### config.mk
export PLATFORM = sky130hd
export DESIGN_NAME = linecode_tx
export DESIGN_NICKNAME = d
export VERILOG_FILES = /design/src/rtl/linecode_pkg.sv /design/src/rtl/linecode_enc6.sv /design/src/rtl/linecode_enc4.sv /design/src/rtl/linecode_tx_seq.sv /design/src/rtl/linecode_tx.sv
export SDC_FILE = /design/constraint.sdc
export NUM_CORES = 1
export LEC_CHECK = 0
export BUFFER_PORTS_ARGS = -buffer_cell sky130_fd_sc_hd__clkbuf_2
export CORE_MARGIN = 2
export CORE_UTILIZATION = 58
export DETAILED_ROUTE_END_ITERATION = 10
export GPL_TIMING_DRIVEN = 0
export MAX_ROUTING_LAYER = met4
export PLACE_DENSITY = 0.8
export SLEW_MARGIN = 20
export SYNTH_ARGS = -nofsm -noshare
export SYNTH_HDL_FRONTEND = slang
export SYNTH_SLANG_ARGS = --single-unit
### constraint.sdc
create_clock -name clk -period 8.9 [get_ports clk]
set_input_delay 1.78 -clock clk [delete_from_list [all_inputs] [get_ports clk]]
set_output_delay 1.78 -clock clk [all_outputs]
set_load 0.05 [all_outputs]
### src/rtl/linecode_pkg.sv
package linecode_pkg;

  localparam logic [9:0] K285_NEG  = 10'b0011111010;
  localparam logic [9:0] K285_POS  = 10'b1100000101;
  localparam logic [7:0] K285_BYTE = 8'hBC;
  localparam logic [5:0] K28_SIX   = 6'b001111;

  // Negative-column abcdei for each EDCBA value.
  function automatic logic [5:0] six_neg(input logic [4:0] x);
    logic [5:0] r;
    case (x)
      5'd0:  r = 6'b100111;  5'd1:  r = 6'b011101;
      5'd2:  r = 6'b101101;  5'd3:  r = 6'b110001;
      5'd4:  r = 6'b110101;  5'd5:  r = 6'b101001;
      5'd6:  r = 6'b011001;  5'd7:  r = 6'b111000;
      5'd8:  r = 6'b111001;  5'd9:  r = 6'b100101;
      5'd10: r = 6'b010101;  5'd11: r = 6'b110100;
      5'd12: r = 6'b001101;  5'd13: r = 6'b101100;
      5'd14: r = 6'b011100;  5'd15: r = 6'b010111;
      5'd16: r = 6'b011011;  5'd17: r = 6'b100011;
      5'd18: r = 6'b010011;  5'd19: r = 6'b110010;
      5'd20: r = 6'b001011;  5'd21: r = 6'b101010;
      5'd22: r = 6'b011010;  5'd23: r = 6'b111010;
      5'd24: r = 6'b110011;  5'd25: r = 6'b100110;
      5'd26: r = 6'b010110;  5'd27: r = 6'b110110;
      5'd28: r = 6'b001110;  5'd29: r = 6'b101110;
      5'd30: r = 6'b011110;  default: r = 6'b101011;
    endcase
    return r;
  endfunction

  // Negative-column fghj for data; alt selects the run-breaking D.x.7 form.
  function automatic logic [3:0] four_neg(input logic [2:0] y, input logic alt);
    logic [3:0] r;
    case (y)
      3'd0: r = 4'b1011;  3'd1: r = 4'b1001;
      3'd2: r = 4'b0101;  3'd3: r = 4'b1100;
      3'd4: r = 4'b1101;  3'd5: r = 4'b1010;
      3'd6: r = 4'b0110;  default: r = alt ? 4'b0111 : 4'b1110;
    endcase
    return r;
  endfunction

  // fghj of K28.y when abcdei left positive disparity.
  function automatic logic [3:0] k28_four_pos(input logic [2:0] y);
    logic [3:0] r;
    case (y)
      3'd0: r = 4'b0100;  3'd1: r = 4'b1001;
      3'd2: r = 4'b0101;  3'd3: r = 4'b0011;
      3'd4: r = 4'b0010;  3'd5: r = 4'b1010;
      3'd6: r = 4'b0110;  default: r = 4'b1000;
    endcase
    return r;
  endfunction

  function automatic logic kchar_ok(input logic [7:0] b);
    logic [4:0] x;
    x = b[4:0];
    return (x == 5'd28) ||
           ((b[7:5] == 3'd7) &&
            (x == 5'd23 || x == 5'd27 || x == 5'd29 || x == 5'd30));
  endfunction

endpackage

### src/rtl/linecode_enc6.sv
module linecode_enc6
  import linecode_pkg::*;
(
  input  logic [4:0] x,
  input  logic       is_k28,
  input  logic       rd_in,
  output logic [5:0] code6,
  output logic       rd_out
);
  logic [5:0] base;
  logic       bal;
  logic       flip;

  always_comb begin
    base   = is_k28 ? K28_SIX : six_neg(x);
    bal    = ($countones(base) == 3);
    // D.7 is balanced yet still has a positive-column form
    flip   = rd_in & (~bal | (x == 5'd7));
    code6  = flip ? ~base : base;
    rd_out = rd_in ^ ~bal;
  end
endmodule

### src/rtl/linecode_enc4.sv
module linecode_enc4
  import linecode_pkg::*;
(
  input  logic [2:0] y,
  input  logic       is_k28,
  input  logic       alt,
  input  logic       rd_in,
  output logic [3:0] code4,
  output logic       rd_out
);
  logic [3:0] base;
  logic       bal;
  logic       flip;

  always_comb begin
    if (is_k28) begin
      base = k28_four_pos(y);
      flip = ~rd_in;
    end else begin
      base = four_neg(y, alt);
      flip = rd_in & (($countones(base) != 2) | (y == 3'd3));
    end
    code4  = flip ? ~base : base;
    bal    = ($countones(code4) == 2);
    rd_out = rd_in ^ ~bal;
  end
endmodule

### src/rtl/linecode_tx_seq.sv
module linecode_tx_seq #(
  parameter int PREAMBLE_LEN = 3
) (
  input  logic clk,
  input  logic rst,
  output logic run
);
  localparam int CNT_W = (PREAMBLE_LEN < 1) ? 1 : $clog2(PREAMBLE_LEN + 1);
  localparam logic [CNT_W-1:0] LAST = CNT_W'(PREAMBLE_LEN);

  logic [CNT_W-1:0] sent_q;

  always_ff @(posedge clk) begin
    if (rst)                sent_q <= '0;
    else if (sent_q != LAST) sent_q <= sent_q + 1'b1;
  end

  assign run = (sent_q == LAST);
endmodule

### src/rtl/linecode_tx.sv
module linecode_tx
  import linecode_pkg::*;
#(
  parameter int PREAMBLE_LEN = 3
) (
  input  logic       clk,
  input  logic       rst,
  input  logic [7:0] in_data,
  input  logic       in_ctrl,
  input  logic       in_valid,
  output logic       in_ready,
  output logic [9:0] code_out,
  output logic       code_err
);
  logic       take, bad_k, use_in;
  logic [7:0] sel_byte;
  logic       sel_k, is_k28, alt;
  logic       rd_q, rd6, rd10;
  logic [5:0] code6;
  logic [3:0] code4;
  logic [9:0] code_q;
  logic       err_q;

  linecode_tx_seq #(.PREAMBLE_LEN(PREAMBLE_LEN)) u_seq (
    .clk (clk),
    .rst (rst),
    .run (in_ready)
  );

  always_comb begin
    take     = in_valid & in_ready;
    bad_k    = take & in_ctrl & ~kchar_ok(in_data);
    use_in   = take & ~bad_k;
    sel_byte = use_in ? in_data : K285_BYTE;
    sel_k    = use_in ? in_ctrl : 1'b1;
    is_k28   = sel_k & (sel_byte[4:0] == 5'd28);
  end

  linecode_enc6 u_enc6 (
    .x      (sel_byte[4:0]),
    .is_k28 (is_k28),
    .rd_in  (rd_q),
    .code6  (code6),
    .rd_out (rd6)
  );

  always_comb begin
    if (sel_k) alt = 1'b1;
    else if (rd6)
      alt = (sel_byte[4:0] == 5'd11) | (sel_byte[4:0] == 5'd13) | (sel_byte[4:0] == 5'd14);
    else
      alt = (sel_byte[4:0] == 5'd17) | (sel_byte[4:0] == 5'd18) | (sel_byte[4:0] == 5'd20);
  end

  linecode_enc4 u_enc4 (
    .y      (sel_byte[7:5]),
    .is_k28 (is_k28),
    .alt    (alt),
    .rd_in  (rd6),
    .code4  (code4),
    .rd_out (rd10)
  );

  always_ff @(posedge clk) begin
    if (rst) begin
      code_q <= K285_NEG;
      rd_q   <= 1'b0;
      err_q  <= 1'b0;
    end else begin
      code_q <= {code6, code4};
      rd_q   <= rd10;
      err_q  <= bad_k;
    end
  end

  assign code_out = code_q;
  assign code_err = err_q;
endmodule

== After elaboration in Yosys (flattened, before gate mapping) ==
Memories as Yosys holds them, arrays and structs flattened.
Index checks and enable logic that the tools add are counted.
W data, S select, Z words.

* Add/sub/neg operators: 12
* Multipliers: 0
* Divide/modulo/power cells: 0
* Magnitude comparators: 0
* Eq/ne operators: 25
* Shift operators: 0
* Multiplexer cells: 13
* Bitwise gates (word level): 22
* Reduce and logical (&&, ||, !) cells: 6

{| class="wikitable"
|+ Operators with widths
! operator !! count
|-
| $add A32 B32 Y32 || 4
|-
| $eq A32 B3 Y1 const B || 2
|-
| $pmux W4 S7 || 2
|-
| $eq A5 B5 Y1 const B || 9
|-
| $ne A32 B3 Y1 const B || 1
|-
| $mux W4 || 4
|-
| $eq A5 B4 Y1 const B || 3
|-
| $add A1 B1 Y2 || 7
|-
| $eq A3 B3 Y1 const B || 4
|-
| $mux W6 || 2
|-
| $mux W8 || 1
|-
| $and A1 B1 Y1 || 7
|-
| $eq A3 B2 Y1 const B || 2
|-
| $not A6 Y6 || 1
|-
| $or A1 B1 Y1 || 6
|-
| $eq A5 B3 Y1 const B || 1
|-
| $not A1 Y1 || 5
|-
| $logic_or A1 B1 Y1 || 4
|-
| $mux W1 || 4
|-
| $not A4 Y4 || 1
|-
| $eq A3 B1 Y1 const B || 1
|-
| $logic_not A3 Y1 || 1
|-
| $add A2 B1 Y2 const B || 1
|-
| $eq A2 B2 Y1 const B || 1
|-
| other kinds (3) || 4
|}

* Register bits after elaboration: 14
* Bits in latches: 0
* Memory bits (writable): 0
* ROM bits: 192
* Bits of input ports: 12
* Output and inout port bits: 12
* Logic and storage cells: 83
* Memories kept: 1

{| class="wikitable"
|+ Memory list
! name !! words !! width !! rd ports !! clocked after Yosys merged registers in !! wr ports !! RTL line !! source
|-
| (no name shown) || 32 || 6 || 1 || 0 || 0 || linecode_pkg.sv:11 || <nowiki>case (x)</nowiki>
|}

== Depth between registers and ports, before layout ==
* Word-level depth: 37
* Depth in mapped cells: 30
* Depth with buffers taken out: 28

== Modules after synthesis ==
Synthesis repeated with hierarchy kept, for this count alone.

* Cells, all modules: 206
* Area, all modules: 1691.6 um^2

{| class="wikitable"
|+ Modules (own cells, without submodules)
! module !! instances !! cells each !! area each (um^2) !! sequential area each (um^2)
|-
| linecode_enc6 || 1 || 73 || 599.3 || 0.0
|-
| linecode_tx || 1 || 65 || 583.1 || 240.2
|-
| linecode_enc4 || 1 || 60 || 417.9 || 0.0
|-
| linecode_tx_seq || 1 || 8 || 91.3 || 40.0
|}

== Worst setup path before layout ==
Ideal clock, no wire load.

* Kind: input to register
* Start: input in_data[2]
* End: register rd_q
* Setup time: 0.126 ns
* Arrival time: 7.597 ns
* Required time: 8.774 ns
* Path slack: 1.178 ns
* Cell stages on the path: 27
* Path buffers: 1
* Cell sequence: buf_4 -> nand2b_4 -> a311o_2 -> a21oi_2 -> and2_1 -> inv_1 -> ha_1 -> nand2_1 -> a41o_2 -> o21ai_0 -> o31ai_2 -> ha_1 -> fa_1 -> ha_1 -> nor4bb_1 -> xnor2_1 -> nor2b_1 -> o21ai_0 -> a221oi_1 -> a21oi_1 -> xnor2_1 -> ha_1 -> ha_1 -> fa_1 -> nor3b_1 -> xor2_1 -> nor2_1

* Word-level cells in the longest chain between the ends: 37
* Elaborated cells between the ends (all ways): 68
* Classes of those cells: add/sub: 11; eq/ne: 21; mux: 12; bitwise: 17; reduce/logical: 6; memory: 1

{| class="wikitable"
|+ Ends and longest elaborated chain
! what !! RTL line !! source
|-
| from (decl) || linecode_tx.sv:8 || <nowiki>input logic [7:0] in_data,</nowiki>
|-
| branches (longest 31 deep; another with $mem_v2 Z32 W6) || - ||
|-
| $mux W4 (*) || linecode_enc4.sv:23 || <nowiki>code4 = flip ? ~base : base;</nowiki>
|-
| via code4[0] || linecode_tx.sv:20 || <nowiki>logic [3:0] code4;</nowiki>
|-
| $add A1 B1 Y2 (not written as such) (*) || linecode_enc4.sv:24 || <nowiki>bal = ($countones(code4) == 2);</nowiki>
|-
| $add A32 B32 Y32 (not written as such) (*) || linecode_enc4.sv:24 ||
|-
| $eq A32 B3 Y1 (*) || linecode_enc4.sv:24 ||
|-
| $not A1 Y1 (*) || linecode_enc4.sv:25 || <nowiki>rd_out = rd_in ^ ~bal;</nowiki>
|-
| $xor A1 B1 Y1 (*) || linecode_enc4.sv:25 ||
|-
| to (signal assigned) || linecode_tx.sv:71 || <nowiki>rd_q <= rd10;</nowiki>
|-
| to (decl) || linecode_tx.sv:18 || <nowiki>logic rd_q, rd6, rd10;</nowiki>
|}

Mark *: on every way through the listed nets, which the timed path passes. The select of a mux whose other input is x is not followed.
A chain may end at the register's enable or synchronous reset.

== Worst setup path in the final report ==
Same ends and word-level chain as after synthesis.

==> results.py <==
metrics = {
    "run_status": {
        "outcome": "complete, but fails checks",
        "violations": "design-rule violations",
    },
    "yosys": {
        "yosysTopAreaCellShare_pct": 16.1,
        "synthFlopType": "dfxtp_1",
        "avgSynthCellArea_um2": 8.28,
        "ys_seq_elements": 14,
        "synth_edf_count": 0,
        "yosysWarnings": 0,
        "synth_largest_area_cell": "dfxtp_1",
        "ys_seq_area_share_pct": 16.1,
        "synthesis.instances": 210,
        "async_flop_share_pct": 0,
        "synth_nets": 245,
        "synth_top_cells_by_area": "dfxtp_1, ha_1, nand2_1",
        "synth.cell_area_mm2": 0.00174,
        "ys_types": 58,
    },
    "worst_setup_path": {
        "r2r_setup_slack_ns": 1.64,
        "cp_slowest_cell": "fa_1",
        "worstSetupStartpointType": "primary input",
        "reg2reg_depth": 28,
        "critPathArrivalTime_ns": 8.41,
        "worstReg2RegEnd": "rd_q",
        "r2r_start": "u_seq.sent_q[0]",
        "critPathRequiredTime_ns": 9.06,
        "critPathKind": "primary input to flip-flop",
        "crit_path_end_kind": "flip-flop",
        "max_stage_delay_ns": 0.48,
        "critical_path.max_fanout": 10,
        "critPathBufInv": 2,
        "critical-path-top-delay-family": "adder cells",
        "crit_top_cell": "ha_1",
    },
    "hold_path": {
        "holdPathEnd": "u_seq.sent_q[1]",
        "whs_path_depth": 2,
        "hp-class": "flip-flop to flip-flop",
        "min-delay-start": "u_seq.sent_q[1]",
    },
    "placement": {
        "gp_congestion": 0.918,
        "hpwlAfterDp_um": 2960,
        "port_buffers": 20,
        "dpl.cell_count": 261,
        "postPlaceCellArea_mm2": 0.00188,
        "preCtsSetupSlack_ns": 0.368,
    },
    "clocking": {
        "cts_setup_buffers": 0,
        "max-clock-path-buffers": 2,
        "cts_buffers": 3,
        "cts.sink_count": 14,
        "cts_htree_levels": 1,
        "cts_hold_buf": 0,
        "cts_tree": "done",
        "cts_resized": 0,
        "clk_pin_slew_ns": 0.08,
        "cts_root_buf": "clkbuf_4",
        "clk_latency_ns": 0.27,
    },
    "detailed_routing": {
        "drt-vias-per-instance": 6.02,
        "drt_iter0_markers": 86,
        "avgRoutedWirePerCell_um": 13.9,
        "ant_nets": 0,
        "routed_wl_um": 3670,
        "dr_total_vias": 1590,
        "drc": 2,
        "dr.pass1.iters": 8,
    },
    "final_layout": {
        "fin_util_pct": 67.8,
        "antenna_cells": 0,
        "fin_nets": 270,
        "syn2layout_area_growth_pct": 9.28,
        "final_cell_area_mm2": 0.00190,
        "fin_cells": 264,
        "drive_gt1_share_pct": 19.3,
    },
    "timing": {
        "clock_skew_ns": 0.00255,
        "slew_viol_final": 0,
        "rsz0062_at_grt": "false",
        "setup_viol": 0,
        "worstMarginPinSlew_ns": 0.615,
        "finalCritPeriodShare_pct": 92.7,
        "hold_violations": 0,
        "setup-tns-final_ns": 0,
        "fin_hold_ws_ns": 0.517,
        "relSlewSlack_pct": 58.7,
        "fin_crit_ns": 8.25,
        "setup_ws_ns": 0.649,
        "max_clock_freq_mhz": 121,
    },
    "grt": {
        "grtUsageMet2_pct": 40.2,
        "grt_max_degree": 11,
        "grt.busiest_layer": "met2",
        "grt-ovfl-total": 0,
        "grt_pass1_vias": 1432,
        "grtUsageMet3_pct": 2.64,
        "use_met1_pct": 28.8,
        "grt_pass1_wl_um": 6150,
        "grtUsageTotal_pct": 22.9,
        "antenna_found_initial": 0,
    },
    "job": {
        "maxCapViolations": 0,
    },
    "die": {
        "die-area_mm2": 0.00345,
        "core_area_mm2": 0.00281,
        "fp.dieH_um": 58.8,
        "rows": 19,
        "die_w_um": 58.8,
        "ioPinCount": 24,
        "start_util_pct": 62.0,
    },
    "pwr": {
        "irDropWorstVdd_uv": 108,
        "power_per_cell_area_mw_per_mm2": 129,
        "leakage_nw": 0.812,
        "power_uw": 246,
    },
}
==> placed cells by master, fill, tap and decap left out, drive strengths merged, types with 2 or more instances in the layout <==
master	Yosys	routed
a21oi	16	16
a211o	4	4
a31oi	3	3
dfxtp	14	14
a22oi	2	2
and2	3	3
nand3b	2	2
nor3	2	2
nand2	22	22
mux2i	8	8
inv	8	8
a311oi	2	2
a211oi	4	4
a21o	3	3
nand3	5	5
o21ai	11	11
xor2	7	7
buf	3	3
o22ai	2	2
nor2	17	17
fa	3	3
o31ai	2	2
nor2b	4	4
nand2b	7	7
xnor2	5	5
ha	20	20
o2111ai	2	2
clkbuf	8	31
or2	4	4
==> cell usage after synthesis, types with 2 or more instances <==
library cell   n
buf_6          2
nand2b_4       2
a211oi_1       3
and2_1         3
nor3_1         2
o21ai_0       10
nand3_1        5
o2111ai_1      2
clkbuf_1       7
nor2b_1        4
inv_1          8
nand2_1       22
a21oi_2        2
xnor2_1        5
fa_1           3
a31oi_1        3
ha_1          20
mux2i_1        8
nand2b_1       5
or2_2          3
a211o_1        3
xor2_1         7
a21o_1         2
nand3b_1       2
dfxtp_1       14
o22ai_1        2
a21oi_1       14
nor2_1        17
==> sequential cells by signal, indices dropped and copies added, names as in the netlist <==
signal and flops:
rd_q 1, code_out 10, u_seq.sent_q 2, code_err 1
==> report_power, final <==
part	switching (mW)	leakage, nW	internal (mW)
Clock	0.0185	0.0138	0.0157
Sequential	0.00441	0.115	0.0740
Combinational	0.0845	0.683	0.0486
Total	0.107	0.812	0.138
==> routing by layer <==
metal | part of all wire, % | wire [um] | vias to the layer above
li1 | - | - | 809
met1 | 44 | 1620 | 732
met2 | 49 | 1810 | 47
met3 | 5.4 | 197 | 2
met4 | 0.93 | 34 | 0
met5 | 0 | 0 | -
==> how the worst max path moves through the flow <==
| stage | end | start | depth (start not counted) |
|---|---|---|---|
| floorplan | rd_q | in_data[2] | 27 |
| global placement | rd_q | in_data[2] | 27 |
| global route | rd_q | in_data[7] | 27 |
| detailed placement | rd_q | in_data[2] | 27 |
| CTS | rd_q | in_data[2] | 27 |
| finish | rd_q | in_data[2] | 27 |
==> layout make-up <==
type	instances	area, um2
tap	31	38.8
timing repair buffer	20	100
buffer	11	61.3
fill	247	905
inverter	8	30.0
clock buffer	3	22.5
sequential	14	280
multi-input combinational	177	1370
==> cell families after synthesis <==
| logic type | count (synthesis) | share of synthesized area, % |
|---|---|---|
| xor+xnor | 12 | 6.04 |
| compound gates | 63 | 28.9 |
| flops | 14 | 16.1 |
| mux | 9 | 5.25 |
| buf+inv | 19 | 5.25 |
| fa+ha+maj | 23 | 17.8 |
| simple gates | 70 | 20.6 |
==> worst register-to-register path, delay by kind of cell, from the launching register on <==
kind                       cells  cell delay [ns]
buffers and inverters          2             0.39
xor gates and xnor gates       3             0.71
DFF                            1             0.36
and+or+nand+nor                8             1.73
AOI/OAI and AO/OA              7             1.43
adders and majority gates      8             2.49
Note: power is estimated with default switching activity, not from simulation.
